**config.mk**
```make
export PLATFORM = sky130hd
export DESIGN_NAME = ptr_chain_resolver
export DESIGN_NICKNAME = d
export VERILOG_FILES = /design/src/rtl/pcr_pkg.sv /design/src/rtl/pcr_auto_cell.sv /design/src/rtl/pcr_next_addr.sv /design/src/rtl/ptr_chain_resolver.sv
export SDC_FILE = /design/constraint.sdc
export NUM_CORES = 1
export LEC_CHECK = 0
export CAP_MARGIN = 20
export CELL_PAD_IN_SITES_DETAIL_PLACEMENT = 0
export CELL_PAD_IN_SITES_GLOBAL_PLACEMENT = 1
export CORE_ASPECT_RATIO = 0.7
export CORE_MARGIN = 2
export CORE_UTILIZATION = 43
export DETAILED_ROUTE_END_ITERATION = 8
export DONT_BUFFER_PORTS = 1
export PLACE_DENSITY_LB_ADDON = 0.1
export SLEW_MARGIN = 20
export SYNTH_ARGS = -nofsm -noshare
export SYNTH_HDL_FRONTEND = slang
export SYNTH_SLANG_ARGS = --single-unit
```
**constraint.sdc**
```tcl
create_clock -name clk -period 4 [get_ports clk]
set_input_delay 0 -clock clk [delete_from_list [all_inputs] [get_ports clk]]
set_output_delay 0 -clock clk [all_outputs]
set_load 0.02 [all_outputs]
```
**src/rtl/pcr_pkg.sv**
```systemverilog
package pcr_pkg;

    typedef enum logic [2:0] {
        S_IDLE    = 3'd0,
        S_RD      = 3'd1,
        S_RD_WAIT = 3'd2,
        S_WR      = 3'd3,
        S_WR_WAIT = 3'd4,
        S_CALC    = 3'd5
    } pcr_state_e;

endpackage

```
**src/rtl/pcr_auto_cell.sv**
```systemverilog
// Detects an auto-index location and produces the stepped word.
module pcr_auto_cell #(
    parameter int ADDR_W   = 18,
    parameter int WORD_W   = 36,
    parameter int INC_BASE = 16,
    parameter int DEC_BASE = 24,
    parameter int AUTO_CNT = 8
) (
    input  logic [ADDR_W-1:0] cell_addr,
    input  logic [WORD_W-1:0] word_in,
    output logic              is_auto,
    output logic [WORD_W-1:0] word_out
);
    localparam logic [ADDR_W-1:0] INC_LO = ADDR_W'(INC_BASE);
    localparam logic [ADDR_W-1:0] INC_HI = ADDR_W'(INC_BASE + AUTO_CNT);
    localparam logic [ADDR_W-1:0] DEC_LO = ADDR_W'(DEC_BASE);
    localparam logic [ADDR_W-1:0] DEC_HI = ADDR_W'(DEC_BASE + AUTO_CNT);
    localparam logic [ADDR_W-1:0] ONE    = ADDR_W'(1);

    logic in_inc;
    logic in_dec;

    always_comb begin
        in_inc   = (cell_addr >= INC_LO) && (cell_addr < INC_HI);
        in_dec   = (cell_addr >= DEC_LO) && (cell_addr < DEC_HI);
        is_auto  = in_inc || in_dec;
        word_out = word_in;
        if (in_inc) begin
            word_out[ADDR_W-1:0] = word_in[ADDR_W-1:0] + ONE;
        end else if (in_dec) begin
            word_out[ADDR_W-1:0] = word_in[ADDR_W-1:0] - ONE;
        end
    end

endmodule

```
**src/rtl/pcr_next_addr.sv**
```systemverilog
// Adds the optional index value to a pointer word's address field.
module pcr_next_addr #(
    parameter int ADDR_W = 18,
    parameter int SEL_W  = 4
) (
    input  logic [ADDR_W-1:0] field_addr,
    input  logic [SEL_W-1:0]  field_sel,
    input  logic [ADDR_W-1:0] idx_val,
    output logic [ADDR_W-1:0] next_addr
);
    logic [ADDR_W-1:0] addend;

    always_comb begin
        addend    = (field_sel != '0) ? idx_val : '0;
        next_addr = field_addr + addend;
    end

endmodule

```
**src/rtl/ptr_chain_resolver.sv**
```systemverilog
module ptr_chain_resolver
    import pcr_pkg::*;
#(
    parameter int ADDR_W   = 18,
    parameter int WORD_W   = 36,
    parameter int IND_BIT  = 35,
    parameter int SEL_LSB  = 18,
    parameter int SEL_W    = 4,
    parameter int INC_BASE = 16,
    parameter int DEC_BASE = 24,
    parameter int AUTO_CNT = 8
) (
    input  logic              clk,
    input  logic              rst_n,
    input  logic              start,
    input  logic [ADDR_W-1:0] start_addr,
    input  logic              irq,
    output logic              busy,
    output logic              mem_req,
    output logic              mem_we,
    output logic [ADDR_W-1:0] mem_addr,
    output logic [WORD_W-1:0] mem_wdata,
    input  logic              mem_rvalid,
    input  logic [WORD_W-1:0] mem_rdata,
    output logic [SEL_W-1:0]  idx_sel,
    input  logic [ADDR_W-1:0] idx_val,
    output logic              done,
    output logic              abort,
    output logic [ADDR_W-1:0] eff_addr
);

    typedef struct packed {
        pcr_state_e        st;
        logic [ADDR_W-1:0] addr;
        logic [WORD_W-1:0] word;
        logic [ADDR_W-1:0] ea;
        logic              done;
        logic              abort;
    } regs_t;

    regs_t r_q, r_d;

    logic              cell_auto;
    logic [WORD_W-1:0] cell_word;
    logic [ADDR_W-1:0] calc_addr;

    pcr_auto_cell #(
        .ADDR_W  (ADDR_W),
        .WORD_W  (WORD_W),
        .INC_BASE(INC_BASE),
        .DEC_BASE(DEC_BASE),
        .AUTO_CNT(AUTO_CNT)
    ) i_auto (
        .cell_addr(r_q.addr),
        .word_in  (mem_rdata),
        .is_auto  (cell_auto),
        .word_out (cell_word)
    );

    pcr_next_addr #(
        .ADDR_W(ADDR_W),
        .SEL_W (SEL_W)
    ) i_next (
        .field_addr(r_q.word[ADDR_W-1:0]),
        .field_sel (r_q.word[SEL_LSB +: SEL_W]),
        .idx_val   (idx_val),
        .next_addr (calc_addr)
    );

    always_comb begin
        r_d       = r_q;
        r_d.done  = 1'b0;
        r_d.abort = 1'b0;
        unique case (r_q.st)
            S_IDLE: begin
                if (start) begin
                    r_d.addr = start_addr;
                    r_d.st   = S_RD;
                end
            end
            S_RD: r_d.st = S_RD_WAIT;
            S_RD_WAIT: begin
                if (mem_rvalid) begin
                    if (irq) begin
                        r_d.abort = 1'b1;
                        r_d.st    = S_IDLE;
                    end else begin
                        r_d.word = cell_word;
                        r_d.st   = cell_auto ? S_WR : S_CALC;
                    end
                end
            end
            S_WR: r_d.st = S_WR_WAIT;
            S_WR_WAIT: begin
                if (mem_rvalid) begin
                    r_d.st = S_CALC;
                end
            end
            S_CALC: begin
                if (r_q.word[IND_BIT]) begin
                    r_d.addr = calc_addr;
                    r_d.st   = S_RD;
                end else begin
                    r_d.ea   = calc_addr;
                    r_d.done = 1'b1;
                    r_d.st   = S_IDLE;
                end
            end
            default: r_d.st = S_IDLE;
        endcase
    end

    always_ff @(posedge clk) begin
        if (!rst_n) begin
            r_q <= '0;
        end else begin
            r_q <= r_d;
        end
    end

    assign busy      = (r_q.st != S_IDLE);
    assign mem_req   = (r_q.st == S_RD) || (r_q.st == S_WR);
    assign mem_we    = (r_q.st == S_WR);
    assign mem_addr  = r_q.addr;
    assign mem_wdata = r_q.word;
    assign idx_sel   = (r_q.st == S_CALC) ? r_q.word[SEL_LSB +: SEL_W] : '0;
    assign done      = r_q.done;
    assign abort     = r_q.abort;
    assign eff_addr  = r_q.ea;

endmodule

```
==> impl_metrics.ini <==
[routing]
first_pass_iters = 5
vias = 4480
ant_nets = 0
drt-initial-drc-count = 254
viasPerCell = 5.565
drc = 0
wirelength_um = 15120
wl_per_cell_um = 18.78

[critical_path]
r2r_end = mem_addr[7]$_SDFFE_PN0P_
reg2reg_depth = 13
critical_path_class = flip-flop to flip-flop
timing.rr.start = mem_wdata[18]$_SDFFE_PN0P_
cp-start-kind = flip-flop
cp_slowest_cell = dlygate4sd3_1
cp.arrival_ns = 3.86
crit_fanout = 18
crit_family = simple AND/OR/NAND/NOR gates
required_ns = 4.22
crit_start = mem_wdata[18]$_SDFFE_PN0P_
path_common_cell = nand2b_1
ff2ff_setup_slack_ns = 0.36
max_stage_delay_ns = 0.54
crit_chain = nor4_2, buf_4, nand2b_1, inv_1, ha_1, a21o_1, and4_1, o211ai_1, nand2b_1, xnor2_1, o21ai_0, o211a_1, dlygate4sd3_1
endpoint_kind = flip-flop
worst-path-buf-inv = 3

[pwr]
netSwitchingFraction = 0.3008
intPower_mw = 1.439
p_per_area_nw_per_um2 = 367.9
ir_drop_mv = 0.1947
power_leakage_nw = 2.039
combPwrFrac = 0.167
seq_power_share = 0.442
pwr-share-clk = 0.391
p_switching_uw = 619.1

[die]
rows = 33
dieArea_um2 = 12820
initial_core_util = 0.4400
core_area_um2 = 11640
io_pins = 158
die_h_um = 95.33
die_x_um = 134.5

[sta]
relSlewSlack = 0.2860
worst_pin_slew_ns = 1.067
fin_skew_ns = 0.007503
setup_viol = 0
rsz0062_at_grt = false
fin_crit_ns = 3.642
fmax_mhz = 274.6
drv_slew = 0
hold_viol_final = 0
tns_ns = 0
period_share = 0.9105
setup_ws_ns = 0.3581

[grt]
grt_max_degree = 32
grt_pass1_vias = 4199
antenna_found_initial = 0
grt_pass1_wl_um = 22870
grt-ovfl-total = 0
grt_usage = 0.2311

[logic_synthesis]
synth_cell_type_count = 61
yosys.area.top_type = dfxtp_1
synth_fp_nets = 770
syn_inst = 673
yosysTopAreaCellShare = 0.3009
avgSynthCellArea_um2 = 7.613
synth-edff-count = 0
synthArstFlopShare = 0
ys.warnings.count = 0
ys_ff_latch = 77
yosysSeqAreaShare = 0.3009
syn_area_um2 = 5124
synth.top_cells.by_area = dfxtp_1 (30%), buf_4 (11%), nand2_1 (6.9%), a21oi_1 (6.6%), ha_1 (4.6%)
ys.flop_type = dfxtp_1

[cts]
cts_buffer_depth = 2
clkSinkCount = 77
root_buffer = clkbuf_16
cts_tree = yes
cts-resized-gates = 0
cts_buffers = 9
htreeDepth = 3
clock_latency_ns = 0.34
clk_pin_slew_ns = 0.06

[layout]
postLayoutCellArea_um2 = 5594
drive_above_1_share = 0.05401
diodes = 0
syn_to_final_growth_pct = 9.182
final_nets = 740

[worst_hold_path]
hold_path_class = input pin to flip-flop
hp-start = start_addr[13]
min_to = mem_addr[13]$_SDFFE_PN0P_
hold_depth = 3

[outcome]
status = completed

[place]
dp_slack_ns = 0.7349
dp.final_hpwl_um = 11160
gp_congestion = 0.8515
portBuffers = 0
postPlaceCellArea_um2 = 4711

[flow_run]
maxCapViolations = 0
[cell usage after synthesis (6+ instances only)]
master    number
nand2_1       94
dfxtp_1       77
buf_4         72
a21oi_1       68
nor2_1        45
o21ai_0       35
clkbuf_1      30
nor2b_1       24
xnor2_1       20
ha_1          19
nor3_1        17
nand3_1       15
a211oi_1      14
inv_1         13
xor2_1        10
and2_1         9
nand4_1        7
nor4_1         7
and3_1         6
nand2b_1       6
or4_1          6
[worst max path at each step]
stage          cells after the start  slack, ns                   endpoint
2_1_floorplan                     11       0.58  mem_addr[16]$_SDFFE_PN0P_
3_3_place_gp                      12       0.80  mem_addr[11]$_SDFFE_PN0P_
3_5_place_dp                      12       0.73  mem_addr[11]$_SDFFE_PN0P_
4_1_cts                           13       0.39   mem_addr[7]$_SDFFE_PN0P_
5_1_grt                           13       0.17   mem_addr[7]$_SDFFE_PN0P_
6_report                          13       0.36   mem_addr[7]$_SDFFE_PN0P_
[state kept, by name, summed over array words and instances (netlist names)]
name       count
mem_addr      18
abort          1
mem_wdata     36
done           1
eff_addr      18
r_q            3
[cells by family after synthesis]
| kind of cell | Yosys count | synth area share |
|---|---|---|
| multiplexers | 3 | 0.005861 |
| adder cells (fa/ha/maj) | 20 | 0.05031 |
| buffers and inverters | 122 | 0.1441 |
| AND/OR/NAND/NOR | 257 | 0.2530 |
| flip-flops | 77 | 0.3009 |
| XOR/XNOR | 30 | 0.05128 |
| AO/OA/AOI/OAI | 164 | 0.1946 |
[cells in the final DEF (no fill, tap or decap), drive strengths merged, types with 13 or more instances in the layout]
| cell | count |
|---|---|
| a211oi | 14 |
| nand2 | 94 |
| nor3 | 17 |
| nor2 | 46 |
| a21oi | 69 |
| o21ai | 35 |
| xnor2 | 20 |
| dlygate4sd3 | 59 |
| nand3 | 15 |
| dfxtp | 77 |
| nor2b | 24 |
| inv | 13 |
| ha | 19 |
[cell type report]
type	count	area [um2]
Tap cell	157	196.4
Fill cell	1161	6050
Clock inverter	6	63.81
Inverter	13	48.80
Sequential cell	77	1541
Timing Repair Buffer	68	658.1
Clock buffer	10	229.0
Multi-Input combinational cell	474	2856
[power by group through the flow]
stage | logic, mW | clock network (mW) | registers, mW
after CTS | 0.341 | 0.823 | 0.908
after global routing | 0.380 | 0.845 | 0.916
after detailed placement | 0.283 | 0 | 0.925
after floorplan | 0.332 | 0 | 0.853
final | 0.344 | 0.805 | 0.909
after global placement | 0.279 | 0 | 0.924
[what timing repair did]
action / in CTS / in global routing
hold buffers: 59 / 0
setup buffers: 0 / 0
endpoints found under the hold margin: 66 / 0
[worst min-delay path, delay by kind of cell]
family | cells | cell delay, ns
AOI/OAI and AO/OA | 2 | 0.17
and+or+nand+nor | 1 | 0.13
[per-layer routing]
layer,vias to the layer above,track usage,part of all wire
li1,2225,-,-
met1,2086,0.3238,0.49
met2,160,0.3533,0.43
met3,9,0.06645,0.081
met4,0,0.05000,0.0070
met5,-,0,0
[stage by stage]
step	hold slack (ns)	std cells	util	power (mW)
floorplan	0.1194	673	-	1.185
global placement	0.1292	730	0.4046	1.203
detailed placement	0.1295	730	0.4046	1.208
CTS	0.002552	805	0.4804	2.072
global route	0.04075	805	0.4804	2.141
finish	0.01082	805	0.4804	2.058
Note: power is estimated with default switching activity, not from simulation.
